[src/rtl/cs_modmul_pkg.sv]
package cs_modmul_pkg;

  typedef enum logic [2:0] {
    ST_IDLE = 3'd0,
    ST_MUL  = 3'd1,
    ST_LDR  = 3'd2,
    ST_RED  = 3'd3,
    ST_FIN  = 3'd4
  } csm_state_e;

  localparam int unsigned GUARD_BITS = 3;

endpackage

[src/rtl/csm_ctrl.sv]
module csm_ctrl
  import cs_modmul_pkg::*;
#(
  parameter int unsigned K = 8
) (
  input  logic clk,
  input  logic rst_n,
  input  logic start,
  output logic ld_mul,
  output logic mul_step,
  output logic ld_red,
  output logic red_step,
  output logic fin,
  output logic done
);

  localparam int unsigned CW = (K > 1) ? $clog2(K) : 1;
  localparam logic [CW-1:0] LAST = CW'(K - 1);

  csm_state_e    state_q, state_nx;
  logic [CW-1:0] cnt_q, cnt_nx;
  logic          done_q;

  // next-state logic
  always_comb begin
    state_nx = state_q;
    cnt_nx   = cnt_q;
    unique case (state_q)
      ST_IDLE: begin
        cnt_nx = '0;
        if (start) state_nx = ST_MUL;
      end
      ST_MUL: begin
        if (cnt_q == LAST) begin
          state_nx = ST_LDR;
          cnt_nx   = '0;
        end else begin
          cnt_nx = cnt_q + 1'b1;
        end
      end
      ST_LDR: state_nx = ST_RED;
      ST_RED: begin
        if (cnt_q == LAST) begin
          state_nx = ST_FIN;
          cnt_nx   = '0;
        end else begin
          cnt_nx = cnt_q + 1'b1;
        end
      end
      ST_FIN:  state_nx = ST_IDLE;
      default: state_nx = ST_IDLE;
    endcase
  end

  // state registers
  always_ff @(posedge clk or negedge rst_n) begin
    if (!rst_n) begin
      state_q <= ST_IDLE;
      cnt_q   <= '0;
      done_q  <= 1'b0;
    end else begin
      state_q <= state_nx;
      cnt_q   <= cnt_nx;
      done_q  <= (state_q == ST_FIN);
    end
  end

  assign ld_mul   = (state_q == ST_IDLE) && start;
  assign mul_step = (state_q == ST_MUL);
  assign ld_red   = (state_q == ST_LDR);
  assign red_step = (state_q == ST_RED);
  assign fin      = (state_q == ST_FIN);
  assign done     = done_q;

  // completion flag never lasts two cycles
  p_done_pulse_r2: assert property (@(posedge clk) disable iff (!rst_n)
    done |=> !done);

  // reducer is loaded only straight after the multiply phase
  p_ldr_follows_mul_r2: assert property (@(posedge clk) disable iff (!rst_n)
    (state_q == ST_MUL && cnt_q == LAST) |=> (state_q == ST_LDR));

  // the final cycle always returns to idle, whatever start does
  p_fin_to_idle_r4: assert property (@(posedge clk) disable iff (!rst_n)
    (state_q == ST_FIN) |=> (state_q == ST_IDLE));

  // reduction cannot be restarted by start
  p_red_no_restart_r4: assert property (@(posedge clk) disable iff (!rst_n)
    (state_q == ST_RED) |=> (state_q == ST_RED || state_q == ST_FIN));

endmodule

[src/rtl/csm_mul_stage.sv]
module csm_mul_stage #(
  parameter int unsigned K = 8
) (
  input  logic         clk,
  input  logic         rst_n,
  input  logic         load,
  input  logic         step,
  input  logic [K-1:0] x,
  input  logic [K-1:0] y,
  output logic [K-1:0] ps_o,
  output logic [K-1:0] pc_o,
  output logic [K-1:0] p_o
);

  logic [K-1:0] ps_q, pc_q, p_q, y_q;
  logic [K-1:0] ps_nx, pc_nx, p_nx, y_nx;
  logic [K-1:0] addend, fa_sum, fa_car;

  // one row of full adders, no carry ripple
  assign addend = y_q & {K{p_q[0]}};

  for (genvar i = 0; i < K; i++) begin : g_fa
    assign fa_sum[i] = ps_q[i] ^ pc_q[i] ^ addend[i];
    assign fa_car[i] = (ps_q[i] & pc_q[i]) | (ps_q[i] & addend[i]) |
                       (pc_q[i] & addend[i]);
  end

  always_comb begin
    ps_nx = ps_q;
    pc_nx = pc_q;
    p_nx  = p_q;
    y_nx  = y_q;
    if (load) begin
      ps_nx = '0;
      pc_nx = '0;
      p_nx  = x;
      y_nx  = y;
    end else if (step) begin
      ps_nx = {1'b0, fa_sum[K-1:1]};
      pc_nx = fa_car;
      p_nx  = {fa_sum[0], p_q[K-1:1]};
    end
  end

  always_ff @(posedge clk or negedge rst_n) begin
    if (!rst_n) begin
      ps_q <= '0;
      pc_q <= '0;
      p_q  <= '0;
      y_q  <= '0;
    end else if (load || step) begin
      ps_q <= ps_nx;
      pc_q <= pc_nx;
      p_q  <= p_nx;
      y_q  <= y_nx;
    end
  end

  assign ps_o = ps_q;
  assign pc_o = pc_q;
  assign p_o  = p_q;

  // each step keeps the weighted sum of the redundant accumulator
  p_csa_step_r9: assert property (@(posedge clk) disable iff (!rst_n)
    (step && !load) |=>
      (({1'b0, ps_q, 1'b0} + {1'b0, pc_q, 1'b0} + {{(K+1){1'b0}}, p_q[K-1]}) ==
       $past({2'b0, ps_q} + {2'b0, pc_q} + {2'b0, addend})));

  // the captured multiplier operand holds between launches
  p_y_hold_r5: assert property (@(posedge clk) disable iff (!rst_n)
    !load |=> $stable(y_q));

endmodule

[src/rtl/csm_srt_stage.sv]
module csm_srt_stage
  import cs_modmul_pkg::*;
#(
  parameter int unsigned K = 8
) (
  input  logic                        clk,
  input  logic                        rst_n,
  input  logic                        load,
  input  logic                        step,
  input  logic [K-1:0]                ps_i,
  input  logic [K-1:0]                pc_i,
  input  logic [K-1:0]                p_i,
  input  logic [K-1:0]                m_i,
  output logic [2*K+GUARD_BITS-1:0]   sum_o,
  output logic [2*K+GUARD_BITS-1:0]   car_o
);

  localparam int unsigned W  = 2 * K + GUARD_BITS;
  localparam int unsigned LO = 2 * K - 3;
  localparam int unsigned EW = W - LO;
  localparam int unsigned PADH = W - (2 * K - 1);
  localparam logic signed [EW-1:0] EST_POS = EW'(1);
  localparam logic signed [EW-1:0] EST_NEG = EW'(-3);
  localparam logic signed [EW-1:0] EST_MAX = EW'(8);
  localparam logic signed [EW-1:0] EST_MIN = EW'(-10);

  logic [W-1:0] s_q, c_q, s_nx, c_nx;
  logic [W-1:0] m_sh, add_v, fa_sum, fa_car;
  logic signed [EW-1:0] est;
  logic         dig_pos, dig_neg;

  // coarse estimate from the top bits of both words
  assign est     = s_q[W-1:LO] + c_q[W-1:LO];
  assign dig_pos = (est >= EST_POS);
  assign dig_neg = (est <= EST_NEG);

  // modulus aligned so that K steps cover weights 2^(K-1) down to 2^0
  assign m_sh  = {{PADH{1'b0}}, m_i, {(K-1){1'b0}}};
  assign add_v = dig_pos ? ~m_sh : (dig_neg ? m_sh : '0);

  for (genvar i = 0; i < W; i++) begin : g_fa
    assign fa_sum[i] = s_q[i] ^ c_q[i] ^ add_v[i];
    assign fa_car[i] = (s_q[i] & c_q[i]) | (s_q[i] & add_v[i]) |
                       (c_q[i] & add_v[i]);
  end

  always_comb begin
    s_nx = s_q;
    c_nx = c_q;
    if (load) begin
      s_nx = {{GUARD_BITS{1'b0}}, ps_i, p_i};
      c_nx = {{GUARD_BITS{1'b0}}, pc_i, {K{1'b0}}};
    end else if (step) begin
      // add then double; the two's complement +1 rides in the carry LSB
      s_nx = {fa_sum[W-2:0], 1'b0};
      c_nx = {fa_car[W-3:0], dig_pos, 1'b0};
    end
  end

  always_ff @(posedge clk or negedge rst_n) begin
    if (!rst_n) begin
      s_q <= '0;
      c_q <= '0;
    end else if (load || step) begin
      s_q <= s_nx;
      c_q <= c_nx;
    end
  end

  assign sum_o = s_q;
  assign car_o = c_q;

  // estimate stays inside the convergence window
  p_est_range_r10: assert property (@(posedge clk) disable iff (!rst_n)
    step |-> (est <= EST_MAX && est >= EST_MIN));

  // at most one digit direction per step
  p_one_digit_r10: assert property (@(posedge clk) disable iff (!rst_n)
    step |-> $onehot0({dig_pos, dig_neg}));

endmodule

[src/rtl/csm_fix.sv]
module csm_fix
  import cs_modmul_pkg::*;
#(
  parameter int unsigned K = 8
) (
  input  logic [2*K+GUARD_BITS-1:0] sum_i,
  input  logic [2*K+GUARD_BITS-1:0] car_i,
  input  logic [K-1:0]              m_i,
  output logic [K+GUARD_BITS-1:0]   raw_o,
  output logic [K-1:0]              low_o,
  output logic [K-1:0]              res_o
);

  localparam int unsigned W  = 2 * K + GUARD_BITS;
  localparam int unsigned RW = K + GUARD_BITS;

  logic [W-1:0]  tot;
  logic [RW-1:0] r, mx, fixed;
  logic          neg, ovr;

  // single carry-propagate add of the redundant pair
  assign tot = sum_i + car_i;
  assign r   = tot[W-1:K];
  assign mx  = {{GUARD_BITS{1'b0}}, m_i};
  assign neg = r[RW-1];
  assign ovr = !neg && (r >= mx);

  always_comb begin
    if (neg)      fixed = r + mx;
    else if (ovr) fixed = r - mx;
    else          fixed = r;
  end

  assign raw_o = r;
  assign low_o = tot[K-1:0];
  assign res_o = fixed[K-1:0];

endmodule

[src/rtl/cs_modmul.sv]
module cs_modmul
  import cs_modmul_pkg::*;
#(
  parameter int unsigned K = 8
) (
  input  logic         clk,
  input  logic         rst_n,
  input  logic         start,
  input  logic [K-1:0] x,
  input  logic [K-1:0] y,
  input  logic [K-1:0] m,
  output logic [K-1:0] result,
  output logic         done
);

  localparam int unsigned W  = 2 * K + GUARD_BITS;
  localparam int unsigned RW = K + GUARD_BITS;

  logic ld_mul, mul_step, ld_red, red_step, fin;
  logic [K-1:0]  ps, pc, pl;
  logic [W-1:0]  rs, rc;
  logic [K-1:0]  m_q, res_c, res_q, low;
  logic [RW-1:0] raw;

  csm_ctrl #(.K(K)) u_ctrl (
    .clk(clk), .rst_n(rst_n), .start(start),
    .ld_mul(ld_mul), .mul_step(mul_step), .ld_red(ld_red),
    .red_step(red_step), .fin(fin), .done(done)
  );

  csm_mul_stage #(.K(K)) u_mul (
    .clk(clk), .rst_n(rst_n), .load(ld_mul), .step(mul_step),
    .x(x), .y(y), .ps_o(ps), .pc_o(pc), .p_o(pl)
  );

  csm_srt_stage #(.K(K)) u_red (
    .clk(clk), .rst_n(rst_n), .load(ld_red), .step(red_step),
    .ps_i(ps), .pc_i(pc), .p_i(pl), .m_i(m_q),
    .sum_o(rs), .car_o(rc)
  );

  csm_fix #(.K(K)) u_fix (
    .sum_i(rs), .car_i(rc), .m_i(m_q),
    .raw_o(raw), .low_o(low), .res_o(res_c)
  );

  always_ff @(posedge clk or negedge rst_n) begin
    if (!rst_n) begin
      m_q   <= '0;
      res_q <= '0;
    end else begin
      if (ld_mul) m_q   <= m;
      if (fin)    res_q <= res_c;
    end
  end

  assign result = res_q;

  logic signed [RW-1:0] raw_s, m_pos, m_neg;
  assign raw_s = raw;
  assign m_pos = {{GUARD_BITS{1'b0}}, m_q};
  assign m_neg = -m_pos;

  // a delivered residue is below the captured modulus
  p_result_lt_m_r1: assert property (@(posedge clk) disable iff (!rst_n)
    done |-> (result < m_q));

  // the modulus copy is frozen while work is in flight
  p_m_hold_r5: assert property (@(posedge clk) disable iff (!rst_n)
    (mul_step || ld_red || red_step || fin) |=> $stable(m_q));

  // resolved value is an exact multiple of 2^K within [-m, m]
  p_raw_bound_r10: assert property (@(posedge clk) disable iff (!rst_n)
    fin |-> (low == '0 && raw_s <= m_pos && raw_s >= m_neg));

  // result register moves only on the completion edge
  p_result_hold_r3: assert property (@(posedge clk) disable iff (!rst_n)
    !fin |=> $stable(res_q));

endmodule

[config.mk]
export PLATFORM = sky130hd
export DESIGN_NAME = cs_modmul
export DESIGN_NICKNAME = d
export VERILOG_FILES = /design/src/rtl/cs_modmul_pkg.sv /design/src/rtl/csm_ctrl.sv /design/src/rtl/csm_mul_stage.sv /design/src/rtl/csm_srt_stage.sv /design/src/rtl/csm_fix.sv /design/src/rtl/cs_modmul.sv
export SDC_FILE = /design/constraint.sdc
export NUM_CORES = 1
export LEC_CHECK = 0
export BUFFER_PORTS_ARGS = -buffer_cell sky130_fd_sc_hd__buf_2
export CORE_UTILIZATION = 60
export CTS_BUF_LIST = sky130_fd_sc_hd__clkbuf_16
export DETAILED_ROUTE_END_ITERATION = 10
export GPL_TIMING_DRIVEN = 0
export PLACE_DENSITY = 0.79
export SYNTH_ARGS = -nofsm -noshare
export SYNTH_HDL_FRONTEND = slang
export SYNTH_SLANG_ARGS = --single-unit
export TNS_END_PERCENT = 30
[constraint.sdc]
create_clock -name clk -period 5.32 [get_ports clk]
set_clock_uncertainty 0.1 [all_clocks]
set_input_delay 0.266 -clock clk [delete_from_list [all_inputs] [get_ports clk]]
set_output_delay 0.266 -clock clk [all_outputs]
set_load 0.05 [all_outputs]
==> out/summary.json <==
{
  "floorplan.die.width": {"value": 102, "unit": "um"},
  "postSynth.topFlopCell": {"value": "sky130_fd_sc_hd__dfrtp_1"},
  "routed-via-count": {"value": 4759},
  "slew_headroom": {"value": 43.1, "unit": "%"},
  "grt_antenna_before_repair": {"value": 0},
  "wire_per_inst": {"value": 16.0, "unit": "um"},
  "multiInputGateArea": {"value": 0.00335, "unit": "mm2"},
  "post_cts.resized_instances": {"value": 0},
  "antenna_cells": {"value": 0},
  "clock-root-buffer": {"value": "sky130_fd_sc_hd__clkbuf_16"},
  "final_layout_size_suffix_gt1_share": {"value": 10.2, "unit": "%"},
  "initial_core_utilization": {"value": 61.5, "unit": "%"},
  "critPathArrivalTime": {"value": 4.42, "unit": "ns"},
  "drt-initial-drc-count": {"value": 292},
  "n_fill_cell": {"value": 798},
  "tritoncts": {"value": "done"},
  "total_grt_usage": {"value": 28.5, "unit": "%"},
  "worst-slew-pin-transition": {"value": 0.853, "unit": "ns"},
  "cts.sink_count": {"value": 91},
  "layout_area_growth_over_synthesis": {"value": 11.1, "unit": "%"},
  "first_global_vias": {"value": 4722},
  "final_hold_viol_count": {"value": 0},
  "syn_area": {"value": 0.00599, "unit": "mm2"},
  "critical_path_class": {"value": "reg2reg"},
  "grt_first_pass_wirelength": {"value": 22.7, "unit": "mm"},
  "rr_endpoint": {"value": "result[0]"},
  "cts_setup_buffers": {"value": 0},
  "die_h": {"value": 102, "unit": "um"},
  "crit_path_capture_type": {"value": "register"},
  "share_of_the_clock_period_used_by_the_worst_path_after_layout": {"value": 80.8, "unit": "%"},
  "post_synth_inst_count": {"value": 646},
  "r2r-start": {"value": "u_red.sum_o[4]"},
  "synth-seq-cells": {"value": 91},
  "worst_setup_path_start_kind": {"value": "register"},
  "result_of_the_run": {"value": "finished, final reports clean"},
  "wl": {"value": 13.3, "unit": "mm"},
  "num-nets-final": {"value": 783},
  "global_route.overflow_total": {"value": 0},
  "count_of_boundary_i_o_pins": {"value": 36},
  "h-tree-depth": {"value": 3},
  "detailed_place_hpwl": {"value": 10.1, "unit": "mm"},
  "firstDrtPassIters": {"value": 5},
  "asyncSetResetFlopFracSynth": {"value": 100, "unit": "%"},
  "clkTransAtPathRegs": {"value": 0.07, "unit": "ns"},
  "placementRows": {"value": 36},
  "placeableCoreArea": {"value": 0.00973, "unit": "mm2"},
  "synth-seq-area-share": {"value": 38.0, "unit": "%"},
  "synth.distinct_cells": {"value": 55},
  "final.min_clock_period": {"value": 4.30, "unit": "ns"},
  "port_buffers": {"value": 35},
  "register_area": {"value": 0.00228, "unit": "mm2"},
  "die_area": {"value": 0.0104, "unit": "mm2"},
  "report.final.slew_viol_count": {"value": 0},
  "maxCapViolations": {"value": 0},
  "gp_congestion": {"value": 0.869},
  "ant_nets": {"value": 0},
  "synth.yosys.warnings": {"value": 0},
  "drc_errors_left": {"value": 0},
  "worstSetupEndpoint": {"value": "result[0]"},
  "placedCellCount": {"value": 815},
  "max_clock_freq": {"value": 0.233, "unit": "GHz"},
  "hold_path.class": {"value": "in2reg"},
  "critical_path_peak_fanout": {"value": 8},
  "routed_via_density": {"value": 5.73},
  "worst-endpoint-required": {"value": 5.44, "unit": "ns"},
  "report.final.setup_viol": {"value": 0},
  "clk-insertion-delay-late": {"value": 0.34, "unit": "ns"},
  "synthesis.area_per_instance": {"value": 9.27, "unit": "um2"},
  "worstRegToRegCells": {"value": 14},
  "most_common_cell_after_layout_fill_and_taps_aside": {"value": "sky130_fd_sc_hd__nand2_1"},
  "cts_max_path_bufs": {"value": 2},
  "rsz0062_at_grt": {"value": "no"},
  "mappedNetlistNets": {"value": 735},
  "final.setup.tns": {"value": 0, "unit": "ns"},
  "final_cells": {"value": 831},
  "layout_common_cells": {"value": "sky130_fd_sc_hd__nand2_1, sky130_fd_sc_hd__dfrtp_1, sky130_fd_sc_hd__o21ai_0, sky130_fd_sc_hd__inv_1, sky130_fd_sc_hd__buf_2"},
  "worst_hold_path.num_cells": {"value": 3},
  "critPathLaunch": {"value": "u_red.sum_o[4]"},
  "rrSetupSlack": {"value": 1.02, "unit": "ns"},
  "grt_start_max_net_pins": {"value": 74},
  "cts_buffers": {"value": 9},
  "synth_edf_count": {"value": 0}
}
==> critical path: stages, from the launching register on <==
cell                       delay (ns)
sky130_fd_sc_hd__dfrtp_1         0.42
sky130_fd_sc_hd__ha_1            0.34
sky130_fd_sc_hd__nand3_1         0.09
sky130_fd_sc_hd__o22ai_2         0.32
sky130_fd_sc_hd__a21o_1          0.22
sky130_fd_sc_hd__xor2_1          0.45
sky130_fd_sc_hd__ha_1            0.37
sky130_fd_sc_hd__nor2b_1         0.14
sky130_fd_sc_hd__o21ai_0         0.21
sky130_fd_sc_hd__a21oi_1         0.13
sky130_fd_sc_hd__o21ai_0         0.24
sky130_fd_sc_hd__a221oi_1        0.21
sky130_fd_sc_hd__a211oi_4        0.53
sky130_fd_sc_hd__a21oi_1         0.13
sky130_fd_sc_hd__a211o_1         0.28
==> Yosys cell counts (all sizes together) (4+ instances only) <==
cell | n | area [um2]
a211o | 4 | 36.3
a211oi | 15 | 130
a21o | 7 | 52.6
a21oi | 30 | 154
a22oi | 4 | 30.0
and3 | 4 | 26.3
buf | 8 | 35.0
clkbuf | 27 | 101
dfrtp | 91 | 2280
fa | 26 | 521
ha | 36 | 450
inv | 58 | 218
mux2 | 9 | 101
mux2i | 24 | 240
nand2 | 103 | 387
nand3 | 8 | 40.0
nor2 | 35 | 131
nor3 | 6 | 30.0
o21ai | 69 | 345
o21bai | 6 | 45.0
o22ai | 6 | 43.8
o31ai | 9 | 72.6
or3 | 4 | 25.0
xnor2 | 12 | 105
xor2 | 12 | 105
==> metal layers <==
layer	vias to the layer above	track usage [%]	part of all wire, %
met5	-	0	0
met4	0	12.5	2.3
met3	21	4.17	4.5
met2	121	47.7	49
met1	2322	37.2	44
li1	2295	-	-
==> how the worst min path moves through the flow <==
stage	from	endpoint
floorplan	rst_n	m_q[0]
global placement	result[7]	result[7]
detailed placement	rst_n	u_red.sum_o[17]
CTS	m[7]	m_q[7]
global route	x[3]	u_mul.p_o[3]
finish	m[7]	m_q[7]
==> logic make-up after synthesis <==
logic type      count (synthesis)  synth area share (%)
flops                          91                  38.0
fa+ha+maj                      62                  16.2
mux                            33                  5.70
compound gates                167                  18.0
buf+inv                        94                  5.98
xor+xnor                       24                  3.51
simple gates                  175                  12.5
==> area by class of cell <==
| cell class | count | area share (%) |
|---|---|---|
| inverter | 59 | 3.33 |
| multi-input combinational | 461 | 50.4 |
| timing repair buffer | 37 | 3.23 |
| clock inverter | 6 | 0.884 |
| clock buffer | 9 | 3.38 |
| sequential | 91 | 34.2 |
| buffer | 35 | 2.05 |
| tap | 133 | 2.50 |
==> what timing repair did <==
action	CTS	global route
endpoints found under the hold margin	18	0
setup endpoints to repair	0	0
hold buffers	1	0
==> through the flow <==
step	setup WS [ns]	area (um2)	util, %	hold slack, ns
2_1_floorplan	1.58	5990	-	-0.130
4_1_cts	1.04	6650	68.4	0.0215
3_3_place_gp	1.07	6330	65.1	0.360
3_5_place_dp	1.06	6360	65.4	0.0662
5_1_grt	0.750	6650	68.4	0.0383
6_report	1.02	6650	68.4	0.0244
==> flip-flops by register name (all words and copies together), names as in the netlist, 3 cells and up <==
signal / cells
u_ctrl.cnt_q: 3
u_ctrl.state_q: 3
u_mul.y_q: 8
result: 8
m_q: 8
u_red.car_o: 18
u_mul.p_o: 8
u_red.sum_o: 19
u_mul.ps_o: 7
u_mul.pc_o: 8
Power is not shown: default switching activity piles up to over one toggle a cycle in this logic, so the estimate is an artifact.
